--- src/rtl/fpe_pkg.sv ---
package fpe_pkg;
  localparam int CTRL_BITS = 7;

  typedef struct packed {
    logic eraseVerify;
    logic progVerify;
    logic eraseGo;
    logic progGo;
    logic eraseSetup;
    logic progSetup;
    logic wrEnable;
  } ctrlBits_t;

  typedef struct packed {
    logic clearAll;
    logic wrCtrl;
    logic wrBlk;
    logic rdCtrl;
    logic rdBlk;
  } strobes_t;
endpackage

--- src/rtl/fpe_bus_ctrl.sv ---
module fpe_bus_ctrl
  import fpe_pkg::*;
#(
  parameter int ADDR_W    = 1,
  parameter int CTRL_ADDR = 0,
  parameter int BLK_ADDR  = 1
) (
  input  logic              regAccessEn,
  input  logic              flashPresent,
  input  logic              hwStandby,
  input  logic              swStandby,
  input  logic [ADDR_W-1:0] busAddr,
  input  logic              busWrite,
  output strobes_t          strb
);
  localparam logic [ADDR_W-1:0] CtrlSel = ADDR_W'(CTRL_ADDR);
  localparam logic [ADDR_W-1:0] BlkSel  = ADDR_W'(BLK_ADDR);

  logic hitCtrl;
  logic hitBlk;

  always_comb begin
    hitCtrl       = regAccessEn && (busAddr == CtrlSel);
    hitBlk        = regAccessEn && (busAddr == BlkSel) && flashPresent;
    strb.clearAll = hwStandby || swStandby;
    strb.wrCtrl   = hitCtrl && busWrite && !strb.clearAll;
    strb.wrBlk    = hitBlk && busWrite && !strb.clearAll;
    strb.rdCtrl   = hitCtrl;
    strb.rdBlk    = hitBlk;
  end
endmodule

--- src/rtl/fpe_datapath.sv ---
module fpe_datapath
  import fpe_pkg::*;
#(
  parameter int DATA_W    = 8,
  parameter int BLK_W     = 8,
  parameter int MODE_W    = 2,
  parameter int LOCK_MODE = 2,
  parameter int LOCK_BIT  = 7
) (
  input  logic              clk,
  input  logic              rstN,
  input  strobes_t          strb,
  input  logic [DATA_W-1:0] wdata,
  input  logic [MODE_W-1:0] opMode,
  output ctrlBits_t         ctrlQ,
  output logic [BLK_W-1:0]  blkQ,
  output logic [DATA_W-1:0] rdata
);
  localparam int PAD_CTRL = DATA_W - CTRL_BITS;
  localparam int PAD_BLK  = DATA_W - BLK_W;
  localparam logic [MODE_W-1:0] LockSel = MODE_W'(LOCK_MODE);

  ctrlBits_t ctrlD;
  ctrlBits_t wrBits;
  ctrlBits_t allowBits;
  logic [CTRL_BITS-1:0] risingV;
  logic [CTRL_BITS-1:0] setV;
  logic [CTRL_BITS-1:0] candV;
  logic singleRise;
  logic [BLK_W-1:0] blkMerged;
  logic [BLK_W-1:0] blkD;
  logic blkOk;
  logic modeLocked;

  // control register next state
  always_comb begin
    wrBits     = ctrlBits_t'(wdata[CTRL_BITS-1:0]);
    risingV    = wrBits & ~ctrlQ;
    singleRise = ($countones(risingV) <= 1);

    allowBits             = '0;
    allowBits.wrEnable    = 1'b1;
    allowBits.progSetup   = ctrlQ.wrEnable && !ctrlQ.eraseSetup && !ctrlQ.eraseGo;
    allowBits.eraseSetup  = ctrlQ.wrEnable && !ctrlQ.progSetup && !ctrlQ.progGo;
    allowBits.progGo      = ctrlQ.progSetup;
    allowBits.eraseGo     = ctrlQ.eraseSetup;
    allowBits.progVerify  = ctrlQ.wrEnable;
    allowBits.eraseVerify = ctrlQ.wrEnable;

    setV  = risingV & allowBits & {CTRL_BITS{singleRise}};
    candV = (ctrlQ & wrBits) | setV;

    ctrlD = strb.wrCtrl ? ctrlBits_t'(candV) : ctrlQ;
    if (!ctrlD.progSetup)  ctrlD.progGo  = 1'b0;
    if (!ctrlD.eraseSetup) ctrlD.eraseGo = 1'b0;
    if (!ctrlD.wrEnable || strb.clearAll) ctrlD = '0;
  end

  // mask merge: one lane per bit, the lock lane picks the old value in lock mode
  always_comb modeLocked = (opMode == LockSel);

  for (genvar i = 0; i < BLK_W; i++) begin : g_lane
    if (i == LOCK_BIT) begin : g_lock
      always_comb blkMerged[i] = modeLocked ? blkQ[i] : wdata[i];
    end else begin : g_free
      always_comb blkMerged[i] = wdata[i];
    end
  end

  always_comb begin
    blkOk = strb.wrBlk && ctrlQ.wrEnable && ($countones(blkMerged) <= 1);
    blkD  = blkOk ? blkMerged : blkQ;
    if (!ctrlD.wrEnable || strb.clearAll) blkD = '0;
  end

  always_ff @(posedge clk or negedge rstN) begin
    if (!rstN) begin
      ctrlQ <= '0;
      blkQ  <= '0;
    end else begin
      ctrlQ <= ctrlD;
      blkQ  <= blkD;
    end
  end

  always_comb begin
    rdata = '0;
    if (strb.rdCtrl)     rdata = {{PAD_CTRL{1'b0}}, ctrlQ};
    else if (strb.rdBlk) rdata = {{PAD_BLK{1'b0}}, blkQ};
  end
endmodule

--- src/rtl/flash_pe_regs.sv ---
module flash_pe_regs
  import fpe_pkg::*;
#(
  parameter int DATA_W    = 8,
  parameter int ADDR_W    = 1,
  parameter int CTRL_ADDR = 0,
  parameter int BLK_ADDR  = 1,
  parameter int BLK_W     = 8,
  parameter int MODE_W    = 2,
  parameter int LOCK_MODE = 2,
  parameter int LOCK_BIT  = 7
) (
  input  logic              clk,
  input  logic              rstN,
  input  logic              hwStandby,
  input  logic              swStandby,
  input  logic [MODE_W-1:0] opMode,
  input  logic              regAccessEn,
  input  logic              flashPresent,
  input  logic [ADDR_W-1:0] busAddr,
  input  logic              busWrite,
  input  logic [DATA_W-1:0] busWdata,
  output logic [DATA_W-1:0] busRdata,
  output logic              eraseActive,
  output logic              programActive,
  output logic [BLK_W-1:0]  blockMask
);
  strobes_t  strb;
  ctrlBits_t ctrlQ;
  logic [CTRL_BITS-1:0] ctrlVec;

  fpe_bus_ctrl #(
    .ADDR_W(ADDR_W), .CTRL_ADDR(CTRL_ADDR), .BLK_ADDR(BLK_ADDR)
  ) u_ctrl (
    .regAccessEn(regAccessEn), .flashPresent(flashPresent),
    .hwStandby(hwStandby), .swStandby(swStandby),
    .busAddr(busAddr), .busWrite(busWrite), .strb(strb)
  );

  fpe_datapath #(
    .DATA_W(DATA_W), .BLK_W(BLK_W), .MODE_W(MODE_W),
    .LOCK_MODE(LOCK_MODE), .LOCK_BIT(LOCK_BIT)
  ) u_dp (
    .clk(clk), .rstN(rstN), .strb(strb), .wdata(busWdata), .opMode(opMode),
    .ctrlQ(ctrlQ), .blkQ(blockMask), .rdata(busRdata)
  );

  assign ctrlVec       = ctrlQ;
  assign eraseActive   = ctrlQ.eraseGo;
  assign programActive = ctrlQ.progGo;
endmodule

--- config.mk ---
export PLATFORM = sky130hd
export DESIGN_NAME = flash_pe_regs
export DESIGN_NICKNAME = d
export VERILOG_FILES = /design/src/rtl/fpe_pkg.sv /design/src/rtl/fpe_bus_ctrl.sv /design/src/rtl/fpe_datapath.sv /design/src/rtl/flash_pe_regs.sv
export SDC_FILE = /design/constraint.sdc
export NUM_CORES = 1
export LEC_CHECK = 0
export ABC_AREA = 1
export BUFFER_PORTS_ARGS = -buffer_cell sky130_fd_sc_hd__buf_4
export CAP_MARGIN = 20
export CORE_MARGIN = 2
export CORE_UTILIZATION = 45
export DETAILED_ROUTE_END_ITERATION = 7
export HOLD_SLACK_MARGIN = 0.08
export PLACE_DENSITY = 0.82
export SLEW_MARGIN = 40
export SYNTH_ARGS = -nofsm -noshare
export SYNTH_HDL_FRONTEND = slang
export SYNTH_SLANG_ARGS = --single-unit
--- constraint.sdc ---
create_clock -name clk -period 3.8 [get_ports clk]
set_input_delay 0.57 -clock clk [delete_from_list [all_inputs] [get_ports clk]]
set_output_delay 0.57 -clock clk [all_outputs]
set_load 0.005 [all_outputs]
==> results of run 1 <==
-- cell families after synthesis --
| logic type | Yosys count | synth area share, % |
|---|---|---|
| flops | 15 | 27.0 |
| fa+ha+maj | 18 | 20.0 |
| compound gates | 19 | 8.55 |
| simple gates | 82 | 30.5 |
| buf+inv | 51 | 14.0 |
-- state kept, by name, indices dropped and copies added (netlist names) --
register / flops
u_dp.blkQ: 8
u_dp.ctrlQ: 7
-- power by group --
part | total, mW | internal, mW | switching (mW)
logic | 0.125 | 0.0491 | 0.0759
registers | 0.160 | 0.160 | 0.000121
clock network | 0.0954 | 0.0409 | 0.0545
total | 0.380 | 0.250 | 0.131
-- Yosys cell counts --
master / number
sky130_fd_sc_hd__inv_1: 48
sky130_fd_sc_hd__nand2_1: 39
sky130_fd_sc_hd__dfrtp_1: 15
sky130_fd_sc_hd__nor2_1: 14
sky130_fd_sc_hd__ha_1: 11
sky130_fd_sc_hd__nand3_1: 11
sky130_fd_sc_hd__o22ai_1: 9
sky130_fd_sc_hd__fa_1: 7
sky130_fd_sc_hd__nand4_1: 6
sky130_fd_sc_hd__nand2_2: 4
sky130_fd_sc_hd__a21oi_2: 3
sky130_fd_sc_hd__o21ai_0: 3
sky130_fd_sc_hd__a21oi_1: 2
sky130_fd_sc_hd__inv_2: 2
sky130_fd_sc_hd__nor2_2: 2
sky130_fd_sc_hd__nor2_8: 2
sky130_fd_sc_hd__a31oi_1: 1
sky130_fd_sc_hd__inv_4: 1
sky130_fd_sc_hd__nand3_2: 1
sky130_fd_sc_hd__nand3_4: 1
sky130_fd_sc_hd__nor2_4: 1
sky130_fd_sc_hd__nor3_4: 1
sky130_fd_sc_hd__o21ai_1: 1
-- layer usage --
layer,track usage (%),vias up
met5,0,-
met4,9.84,0
met3,2.18,7
met2,37.2,38
met1,29.1,617
li1,-,659
-- final timing paths --
path / to / slack [ps] / depth (start not counted)
worst max-delay path: u_dp.blkQ[1] / 290 / 17
worst min-delay path: u_dp.ctrlQ[5] / 110 / 1
worst max register to register: u_dp.blkQ[1] / 350 / 15
worst min register to register: u_dp.ctrlQ[6] / 510 / 2
max in group asynchronous: u_dp.blkQ[3] / 3500 / 1
min in group clk: u_dp.ctrlQ[6] / 510 / 2
-- worst max-delay path: cells and delay by family --
| kind | cells | cell delay, ps |
|---|---|---|
| AOI/OAI and AO/OA | 3 | 370 |
| adders and majority gates | 5 | 1870 |
| buffers and inverters | 5 | 370 |
| and+or+nand+nor | 4 | 520 |
-- metrics by stage --
| step | instances | utilization, % | power, mW | hold slack, ps |
|---|---|---|---|---|
| 6_report | 259 | 57.8 | 0.380 | 114 |
| 5_1_grt | 259 | 57.8 | 0.404 | 128 |
| 4_1_cts | 259 | 57.8 | 0.382 | 117 |
| 3_5_place_dp | 255 | 56.9 | 0.288 | 440 |
| 3_3_place_gp | 255 | 56.9 | 0.282 | 438 |
| 2_1_floorplan | 185 | - | 0.245 | 274 |
-- area by class of cell --
type / instances / area [µm²] / area share (%)
Multi-Input combinational cell: 119 / 821 / 47.3
Timing Repair Buffer: 37 / 278 / 16.0
Clock buffer: 4 / 26.3 / 1.51
Tap cell: 33 / 41.3 / 2.38
Inverter: 51 / 194 / 11.2
Sequential cell: 15 / 375 / 21.6
==> results.tsv, run 1 <==
metric	value	unit
Tcrit/Tclk final	92.4	%
maximum frequency from static timing analysis	285	MHz
number of antenna repair diodes	0	
y dimension of the die	59.6	µm
vias	1321	
fin crit period	3510	ps
worst-path maximum fanout	6	
post-synthesis cell type count	23	
largest vdd supply drop	0.122	mV
CP max-delay cell	sky130_fd_sc_hd__fa_1	
Post-layout nets	263	
count of final max-slew check failures	0	
worst-path cell chain	buf_4 > inv_1 > a21oi_1 > a31oi_1 > ha_1 > inv_1 > fa_1 > fa_1 > inv_1 > ha_1 > fa_1 > nor2_1 > nand2_1 > nor3_4 > inv_2 > nand4_1 > o21ai_0	
Std-Cell Core Area	3000	µm²
Clock Root Buffer	sky130_fd_sc_hd__clkbuf_4	
post-synth top area share	27.0	%
Final WS setup	290	ps
post-synth design cell area	1390	µm²
via count of the first global-routing pass	1312	
Synth warnings	0	
crit path DAT	3690	ps
Post-Synthesis Net Count	221	
maximum number of pins on one net before global-route repair	16	
number of buffers inserted to repair setup after CTS	0	
leading cell types in the layout, fill and taps excluded	sky130_fd_sc_hd__inv_1, sky130_fd_sc_hd__nand2_1, sky130_fd_sc_hd__buf_4	
startpoint of the lowest-slack register-to-register path	u_dp.blkQ[7]	
weighted congestion at the end of routability-driven global placement	0.904	
Power per Cell Area	219	nW/µm²
Finish-stage setup viols	0	
total number of clock tree sinks	15	
Pre-antenna DRT Iters	4	
layout-stage area growth over the synthesis result	24.8	%
remaining number of nets flagged by the antenna check after routing	0	
vias per inst	5.10	
filler cell count	298	
delay of the slowest cell on the worst path	550	ps
sum of routed wire length over all layers	3540	µm
slew at the pin closest to its max-slew limit	408	ps
met2 routed wirelength	1700	µm
first-pass GRT wire length	5870	µm
top area cells in the synthesized netlist	sky130_fd_sc_hd__dfrtp_1, sky130_fd_sc_hd__inv_1, sky130_fd_sc_hd__nand2_1, sky130_fd_sc_hd__fa_1, sky130_fd_sc_hd__ha_1	
Post-Synthesis Cells	185	
MaxCap Viol Count	0	
width of the die	59.6	µm
worst hold path class	in -> async	
row cnt	20	
placed cell area	1710	µm²
Critical path origin	opMode[0]	
met3 wirelength from detailed routing	209	µm
H-Tree Depth	1	
pre-CTS setup slack	7.48	ps
average routed wire per standard cell	13.7	µm
TritonCTS clock tree	yes	
clock input transition at the sequential cells of the worst setup and hold paths	90	ps
Hold Violations, Final	0	
post-synth top area cell	sky130_fd_sc_hd__dfrtp_1	
setup TNS after final layout	0	ps
synthesized area divided by synthesized cell count	7.51	µm²
RSZ-0062 raised after global routing	false	
CTS Hold Bufs	0	
crit start category	input pin	
Final Cell Area	1740	µm²
endpoint class of the critical path	register	
routed metal-1 wire length	1560	µm
Die Outline Area	3550	µm²
CP Class	in -> reg	
status	finished clean	
synthesis-stage register bit count	15	
fraction of the yosys area taken by sequential cells	27.0	%
global-route congestion overflow total	0	
share of post-route cells with drive strength above 1	25.7	%
PostCTS Resize Cnt	0	
final clock skew	5.17	ps
All-Layer GR Usage	22.2	%
number of design-rule violations left by the first detailed-router iteration	32	
Worst slew margin	72.7	%
number of ports placed on the die boundary	36	
Initial Utilization	46.3	%
detailed-route DRC error count	0	
number of antenna violations at the first check in global routing	0	
Leakage Power	0.932	nW
maximum root-to-sink buffer count	2	
number of buffers added by the clock tree synthesis step	3	
later-pin clock latency in the skew report	290	ps
most common library cell in the layout ignoring fill and taps	sky130_fd_sc_hd__inv_1	
half-perimeter wire length after placement	2910	µm
quantity of I/O buffers inserted on ports	35	
highest layer used for signal routing	met4	
worst path required time	3980	ps
Note: power is estimated with default switching activity, not from simulation.
==> inputs of run 2 (changes only) <==
--- a/config.mk
+++ b/config.mk
@@ -8,7 +8,6 @@
 export ABC_AREA = 1
 export BUFFER_PORTS_ARGS = -buffer_cell sky130_fd_sc_hd__buf_4
 export CAP_MARGIN = 20
-export CORE_MARGIN = 2
 export CORE_UTILIZATION = 45
 export DETAILED_ROUTE_END_ITERATION = 7
 export HOLD_SLACK_MARGIN = 0.08
==> run 2 against run 1 <==
The run now ends with design-rule violations left. Via count did not move. Cell count fell by 0.77%. Setup slack improved by 40 ps. Critical endpoint unchanged. Combinational power barely moved. Clock power fell by 2%. Power fell by 0.74%. Largest power group unchanged. Largest cell class unchanged. Maximum frequency rose by 1.1%. First-iteration DRC count rose by 81%. Critical path depth did not move. Register-to-register slack improved by 70 ps. Non-clock buffer count did not move.
==> results.tsv, run 2 (synthesis results as in run 1) <==
metric	value	unit	change
Leakage Power	0.932	nW	unchanged
worst path required time	3980	ps	about the same
CP Class	in -> reg		unchanged
H-Tree Depth	1		unchanged
first-pass GRT wire length	5690	µm	was 5870 µm
global-route congestion overflow total	0		unchanged
Initial Utilization	48.7	%	was 46.3%
worst hold path class	in -> async		unchanged
width of the die	57.6	µm	was 59.6 µm
endpoint class of the critical path	register		unchanged
total number of clock tree sinks	15		unchanged
worst-path maximum fanout	6		unchanged
GRT busiest layer	met2		unchanged
number of buffers added by the clock tree synthesis step	3		unchanged
met1 demand-to-capacity share in global routing	30.8	%	was 29.1%
total instance count after detailed placement	253		was 255
total power	0.377	mW	was 0.380 mW
later-pin clock latency in the skew report	290	ps	about the same
detailed-route DRC error count	2		was 0
met2 usage	36.4	%	was 37.2%
cell type group with the largest total delay on the critical path	adder cells		unchanged
MaxCap Viol Count	0		unchanged
placed cell area	1710	µm²	about the same
sum of routed wire length over all layers	3280	µm	was 3540 µm
Clock Root Buffer	sky130_fd_sc_hd__clkbuf_4		unchanged
maximum frequency from static timing analysis	288	MHz	was 285 MHz
clock input transition at the sequential cells of the worst setup and hold paths	90	ps	about the same
number of design-rule violations left by the first detailed-router iteration	58		was 32
vias per inst	5.14		was 5.10
quantity of I/O buffers inserted on ports	35		unchanged
maximum number of pins on one net before global-route repair	16		unchanged
CTS Hold Bufs	0		unchanged
slew at the pin closest to its max-slew limit	405	ps	was 408 ps
layout-stage area growth over the synthesis result	24.7	%	was 24.8%
flip-flop count of the largest register, all copies and words added	8		unchanged
via count of the first global-routing pass	1242		was 1,312
final clock skew	8.69	ps	was 5.17 ps
Finish-stage setup viols	0		unchanged
number of antenna violations at the first check in global routing	0		unchanged
Pre-antenna DRT Iters	6		was 4
Std-Cell Core Area	2850	µm²	was 3000 µm²
filler cell count	274		was 298
Tcrit/Tclk final	91.3	%	was 92.4%
pre-CTS setup slack	43.7	ps	was 7.48 ps
row cnt	19		was 20
RSZ-0062 raised after global routing	false		unchanged
weighted congestion at the end of routability-driven global placement	0.873		was 0.904
remaining number of nets flagged by the antenna check after routing	0		unchanged
Final WS setup	330	ps	was 290 ps
most common library cell in the layout ignoring fill and taps	sky130_fd_sc_hd__inv_1		unchanged
Final Cell Area	1730	µm²	was 1740 µm²
status	finished, violations left		was finished clean
crit path DAT	3650	ps	was 3690 ps
worst-path cell chain	buf_4 > inv_1 > a21oi_1 > a31oi_1 > ha_1 > inv_1 > fa_1 > fa_1 > inv_1 > ha_1 > fa_1 > nor2_1 > nand2_1 > nor3_4 > inv_2 > nand4_1 > o21ai_0		unchanged
final worst hold slack	114	ps	about the same
maximum root-to-sink buffer count	2		unchanged
fin crit period	3470	ps	was 3510 ps
largest vdd supply drop	0.220	mV	was 0.122 mV
y dimension of the die	57.6	µm	was 59.6 µm
Post-layout nets	263		unchanged
violations in the final reports	design-rule violations		
leading cell types in the layout, fill and taps excluded	sky130_fd_sc_hd__inv_1, sky130_fd_sc_hd__nand2_1, sky130_fd_sc_hd__buf_4		unchanged
Final Instance Count excl. Fillers	257		was 259
largest register by flop count	u_dp.blkQ		unchanged
crit start category	input pin		unchanged
Hold Violations, Final	0		unchanged
met3 track demand over resource in global routing	6.35	%	was 2.18%
delay of the slowest cell on the worst path	540	ps	was 550 ps
setup TNS after final layout	0	ps	unchanged
average routed wire per standard cell	12.8	µm	was 13.7 µm
Worst slew margin	72.9	%	was 72.7%
All-Layer GR Usage	22.7	%	was 22.2%
number of buffers inserted to repair setup after CTS	0		unchanged
CP max-delay cell	sky130_fd_sc_hd__fa_1		unchanged
fraction of the core area covered by cells at the end of the flow	60.7	%	was 57.8%
Die Outline Area	3320	µm²	was 3550 µm²
TritonCTS clock tree	yes		unchanged
registers with the highest flip-flop counts	u_dp.blkQ: 8 flops, u_dp.ctrlQ: 7 flops		unchanged
vias	1321		unchanged
PostCTS Resize Cnt	0		unchanged
half-perimeter wire length after placement	2720	µm	was 2910 µm
count of final max-slew check failures	0		unchanged
number of antenna repair diodes	0		unchanged
share of post-route cells with drive strength above 1	25.7	%	unchanged
total buffers and inverters traversed by the critical path	5		unchanged
Power per Cell Area	218	nW/µm²	was 219 nW/µm²
number of ports placed on the die boundary	36		unchanged
==> run 2: power by group <==
part	internal, mW	total [mW]	switching [mW]
combinational	0.0489	0.124	0.0748
clock	0.0408	0.0939	0.0530
sequential	0.160	0.160	0.000112
==> run 2: layout make-up <==
type / instances / area [µm²] / share of cell area, %
inverters: 51 / 194 / 11.2
clock buffers: 4 / 26.3 / 1.52
repair buffers: 37 / 278 / 16.0
multi-input cells: 119 / 821 / 47.4
flip-flops and latches: 15 / 375 / 21.7
well taps: 31 / 38.8 / 2.24
==> run 2: routing by layer <==
| metal | up-vias | routed length [µm] |
|---|---|---|
| met4 | 0 | 8 |
| met2 | 77 | 1480 |
| met5 | - | 0 |
| met3 | 2 | 382 |
| li1 | 660 | - |
| met1 | 582 | 1400 |
==> run 2: path summary, 6_finish.rpt <==
path	to	from	cells past startpoint	slack [ps]
worst max register to register	u_dp.blkQ[1]	u_dp.blkQ[7]	15	420
worst min-delay path	u_dp.ctrlQ[3]	rstN	1	110
worst max-delay path	u_dp.blkQ[1]	opMode[0]	17	330
worst min register to register	u_dp.ctrlQ[6]	u_dp.ctrlQ[6]	2	490
max in group asynchronous	u_dp.blkQ[7]	rstN	1	3500
min in group clk	u_dp.ctrlQ[6]	u_dp.ctrlQ[6]	2	490
==> inputs of run 3 (changes only) <==
--- a/config.mk
+++ b/config.mk
@@ -12,6 +12,7 @@
 export DETAILED_ROUTE_END_ITERATION = 7
 export HOLD_SLACK_MARGIN = 0.08
 export PLACE_DENSITY = 0.82
+export RECOVER_POWER = 25
 export SLEW_MARGIN = 40
 export SYNTH_ARGS = -nofsm -noshare
 export SYNTH_HDL_FRONTEND = slang
==> run 3 against run 2 <==
The flow still finishes with violations (design-rule violations). Via count shrank 0.45%. Global-route usage stayed put. Hold slack gained 240 ps. Critical path type unchanged. Non-clock buffer count unchanged. Setup slack worse by 3.9 ps. Critical endpoint unchanged.
==> results.tsv, run 3 (synthesis results as in run 1) <==
metric	value	unit	change
largest vdd supply drop	0.221	mV	was 0.220 mV
routed metal-1 wire length	1440	µm	was 1400 µm
layout-stage area growth over the synthesis result	24.4	%	was 24.7%
share of power burned in the clock network	24.9	%	about the same
largest register by flop count	u_dp.blkQ		unchanged
Final WS setup	326	ps	was 330 ps
global-route congestion overflow total	0		unchanged
worst-path cell chain	buf_4 > inv_1 > a21oi_1 > a31oi_1 > ha_1 > inv_1 > fa_1 > fa_1 > inv_1 > ha_1 > fa_1 > nor2_1 > nand2_1 > nor3_4 > inv_2 > nand4_1 > o21ai_0		unchanged
Power per Cell Area	218	nW/µm²	about the same
All-Layer GR Usage	22.7	%	unchanged
row cnt	19		unchanged
PostCTS Resize Cnt	0		unchanged
detailed-route DRC error count	2		unchanged
number of design-rule violations left by the first detailed-router iteration	58		unchanged
Finish-stage setup viols	0		unchanged
maximum frequency from static timing analysis	288	MHz	about the same
average routed wire per standard cell	12.8	µm	about the same
total number of clock tree sinks	15		unchanged
quantity of I/O buffers inserted on ports	35		unchanged
final clock skew	8.08	ps	was 8.69 ps
violations in the final reports	design-rule violations		unchanged
filler cell count	276		was 274
Leakage Power	0.929	nW	was 0.932 nW
switching power summed over all nets	0.129	mW	was 0.128 mW
worst path required time	3970	ps	was 3980 ps
worst hold path class	in -> async		unchanged
endpoint class of the critical path	register		unchanged
crit start category	input pin		unchanged
CTS Hold Bufs	0		unchanged
Worst slew margin	42.3	%	was 72.9%
highest layer used for signal routing	met4		unchanged
maximum root-to-sink buffer count	2		unchanged
number of antenna repair diodes	0		unchanged
Std-Cell Core Area	2850	µm²	unchanged
Tcrit/Tclk final	91.4	%	was 91.3%
worst-path maximum fanout	6		unchanged
Hold Violations, Final	0		unchanged
via count of the first global-routing pass	1242		unchanged
Pre-antenna DRT Iters	6		unchanged
number of buffers added by the clock tree synthesis step	3		unchanged
later-pin clock latency in the skew report	290	ps	about the same
number of antenna violations at the first check in global routing	0		unchanged
vias per inst	5.12		was 5.14
half-perimeter wire length after placement	2720	µm	unchanged
end of the worst register-to-register path	u_dp.blkQ[1]		unchanged
Gate power share	32.7	%	was 32.8%
switching fraction of total power	34.1	%	was 33.9%
MaxCap Viol Count	0		unchanged
fin crit period	3470	ps	about the same
Initial Utilization	48.7	%	unchanged
slew at the pin closest to its max-slew limit	866	ps	was 405 ps
status	finished, violations left		unchanged
sequential cell fraction of total power	42.3	%	about the same
flip-flop count of the largest register, all copies and words added	8		unchanged
most common library cell in the layout ignoring fill and taps	sky130_fd_sc_hd__inv_1		unchanged
P_int	0.249	mW	about the same
H-Tree Depth	1		unchanged
first-pass GRT wire length	5690	µm	unchanged
maximum number of pins on one net before global-route repair	16		unchanged
pre-CTS setup slack	43.7	ps	unchanged
CP Class	in -> reg		unchanged
leading cell types in the layout, fill and taps excluded	sky130_fd_sc_hd__inv_1, sky130_fd_sc_hd__nand2_1, sky130_fd_sc_hd__buf_4		unchanged
clock input transition at the sequential cells of the worst setup and hold paths	90	ps	about the same
number of buffers inserted to repair setup after CTS	0		unchanged
vias	1315		was 1,321
share of post-route cells with drive strength above 1	25.2	%	was 25.7%
Clock Root Buffer	sky130_fd_sc_hd__clkbuf_4		unchanged
startpoint of the lowest-slack register-to-register path	u_dp.blkQ[7]		unchanged
sum of routed wire length over all layers	3290	µm	was 3280 µm
Post-layout nets	263		unchanged
met3 wirelength from detailed routing	356	µm	was 382 µm
crit path DAT	3650	ps	about the same
RSZ-0062 raised after global routing	false		unchanged
weighted congestion at the end of routability-driven global placement	0.873		unchanged
Worst R2R Setup Slack	420	ps	about the same
delay of the slowest cell on the worst path	540	ps	about the same
count of final max-slew check failures	0		unchanged
number of ports placed on the die boundary	36		unchanged
TritonCTS clock tree	yes		unchanged
CP max-delay cell	sky130_fd_sc_hd__fa_1		unchanged
remaining number of nets flagged by the antenna check after routing	0		unchanged
width of the die	57.6	µm	unchanged
Die Outline Area	3320	µm²	unchanged
fraction of the core area covered by cells at the end of the flow	60.6	%	was 60.7%
registers with the highest flip-flop counts	u_dp.blkQ: 8 flops, u_dp.ctrlQ: 7 flops		unchanged
worst r2r path cells	15		unchanged
setup TNS after final layout	0	ps	unchanged
met2 routed wirelength	1490	µm	was 1480 µm
y dimension of the die	57.6	µm	unchanged
==> run 3: cell count changes in the layout (fill, tap and decap cells not counted) <==
cell / previous run / this run
sky130_fd_sc_hd__clkbuf_1: 1 / 2
sky130_fd_sc_hd__buf_4: 37 / 36
==> run 3: layout make-up <==
cell class / instances / area, µm² / share of cell area (%)
Inverter: 51 / 194 / 11.2
Clock buffer: 4 / 26.3 / 1.52
Multi-Input combinational cell: 119 / 821 / 47.5
Timing Repair Buffer: 37 / 274 / 15.8
Tap cell: 31 / 38.8 / 2.24
Sequential cell: 15 / 375 / 21.7
==> run 3: through the flow <==
stage          area [µm²]  instances  hold WS (ps)  power [mW]
6_report             1730        257           359       0.377
3_5_place_dp         1710        253           437       0.287
3_3_place_gp         1710        253           435       0.282
4_1_cts              1730        257           117       0.382
2_1_floorplan        1390        185           274       0.245
5_1_grt              1730        257           419       0.408
==> run 3: worst max-delay path, delay by kind of cell <==
| family | cells | cell delay [ps] |
|---|---|---|
| buffers and inverters | 5 | 360 |
| adder cells (fa/ha/maj) | 5 | 1850 |
| AND/OR/NAND/NOR | 4 | 510 |
| AO/OA/AOI/OAI | 3 | 370 |
==> run 3: worst max-delay path by stage <==
stage / from / endpoint / slack (ps)
after floorplan: opMode[0] / u_dp.blkQ[0] / 250
after global placement: opMode[0] / u_dp.blkQ[1] / 130
after detailed placement: opMode[0] / u_dp.blkQ[1] / 40
after CTS: opMode[0] / u_dp.blkQ[1] / 360
after global routing: opMode[0] / u_dp.blkQ[1] / 140
final: opMode[0] / u_dp.blkQ[1] / 330
==> run 3: routing by layer <==
layer,vias up,track usage (%)
met5,-,0
met4,0,4.53
met3,2,6.35
met2,72,36.4
met1,584,30.8
li1,657,-
==> run 3: power groups by stage <==
stage                     Clock [mW]  Sequential, mW  Combinational [mW]
final                         0.0941           0.160               0.124
after global routing           0.102           0.160               0.146
after CTS                     0.0976           0.160               0.125
after detailed placement           0           0.163               0.125
after global placement             0           0.163               0.119
after floorplan                    0           0.163              0.0823
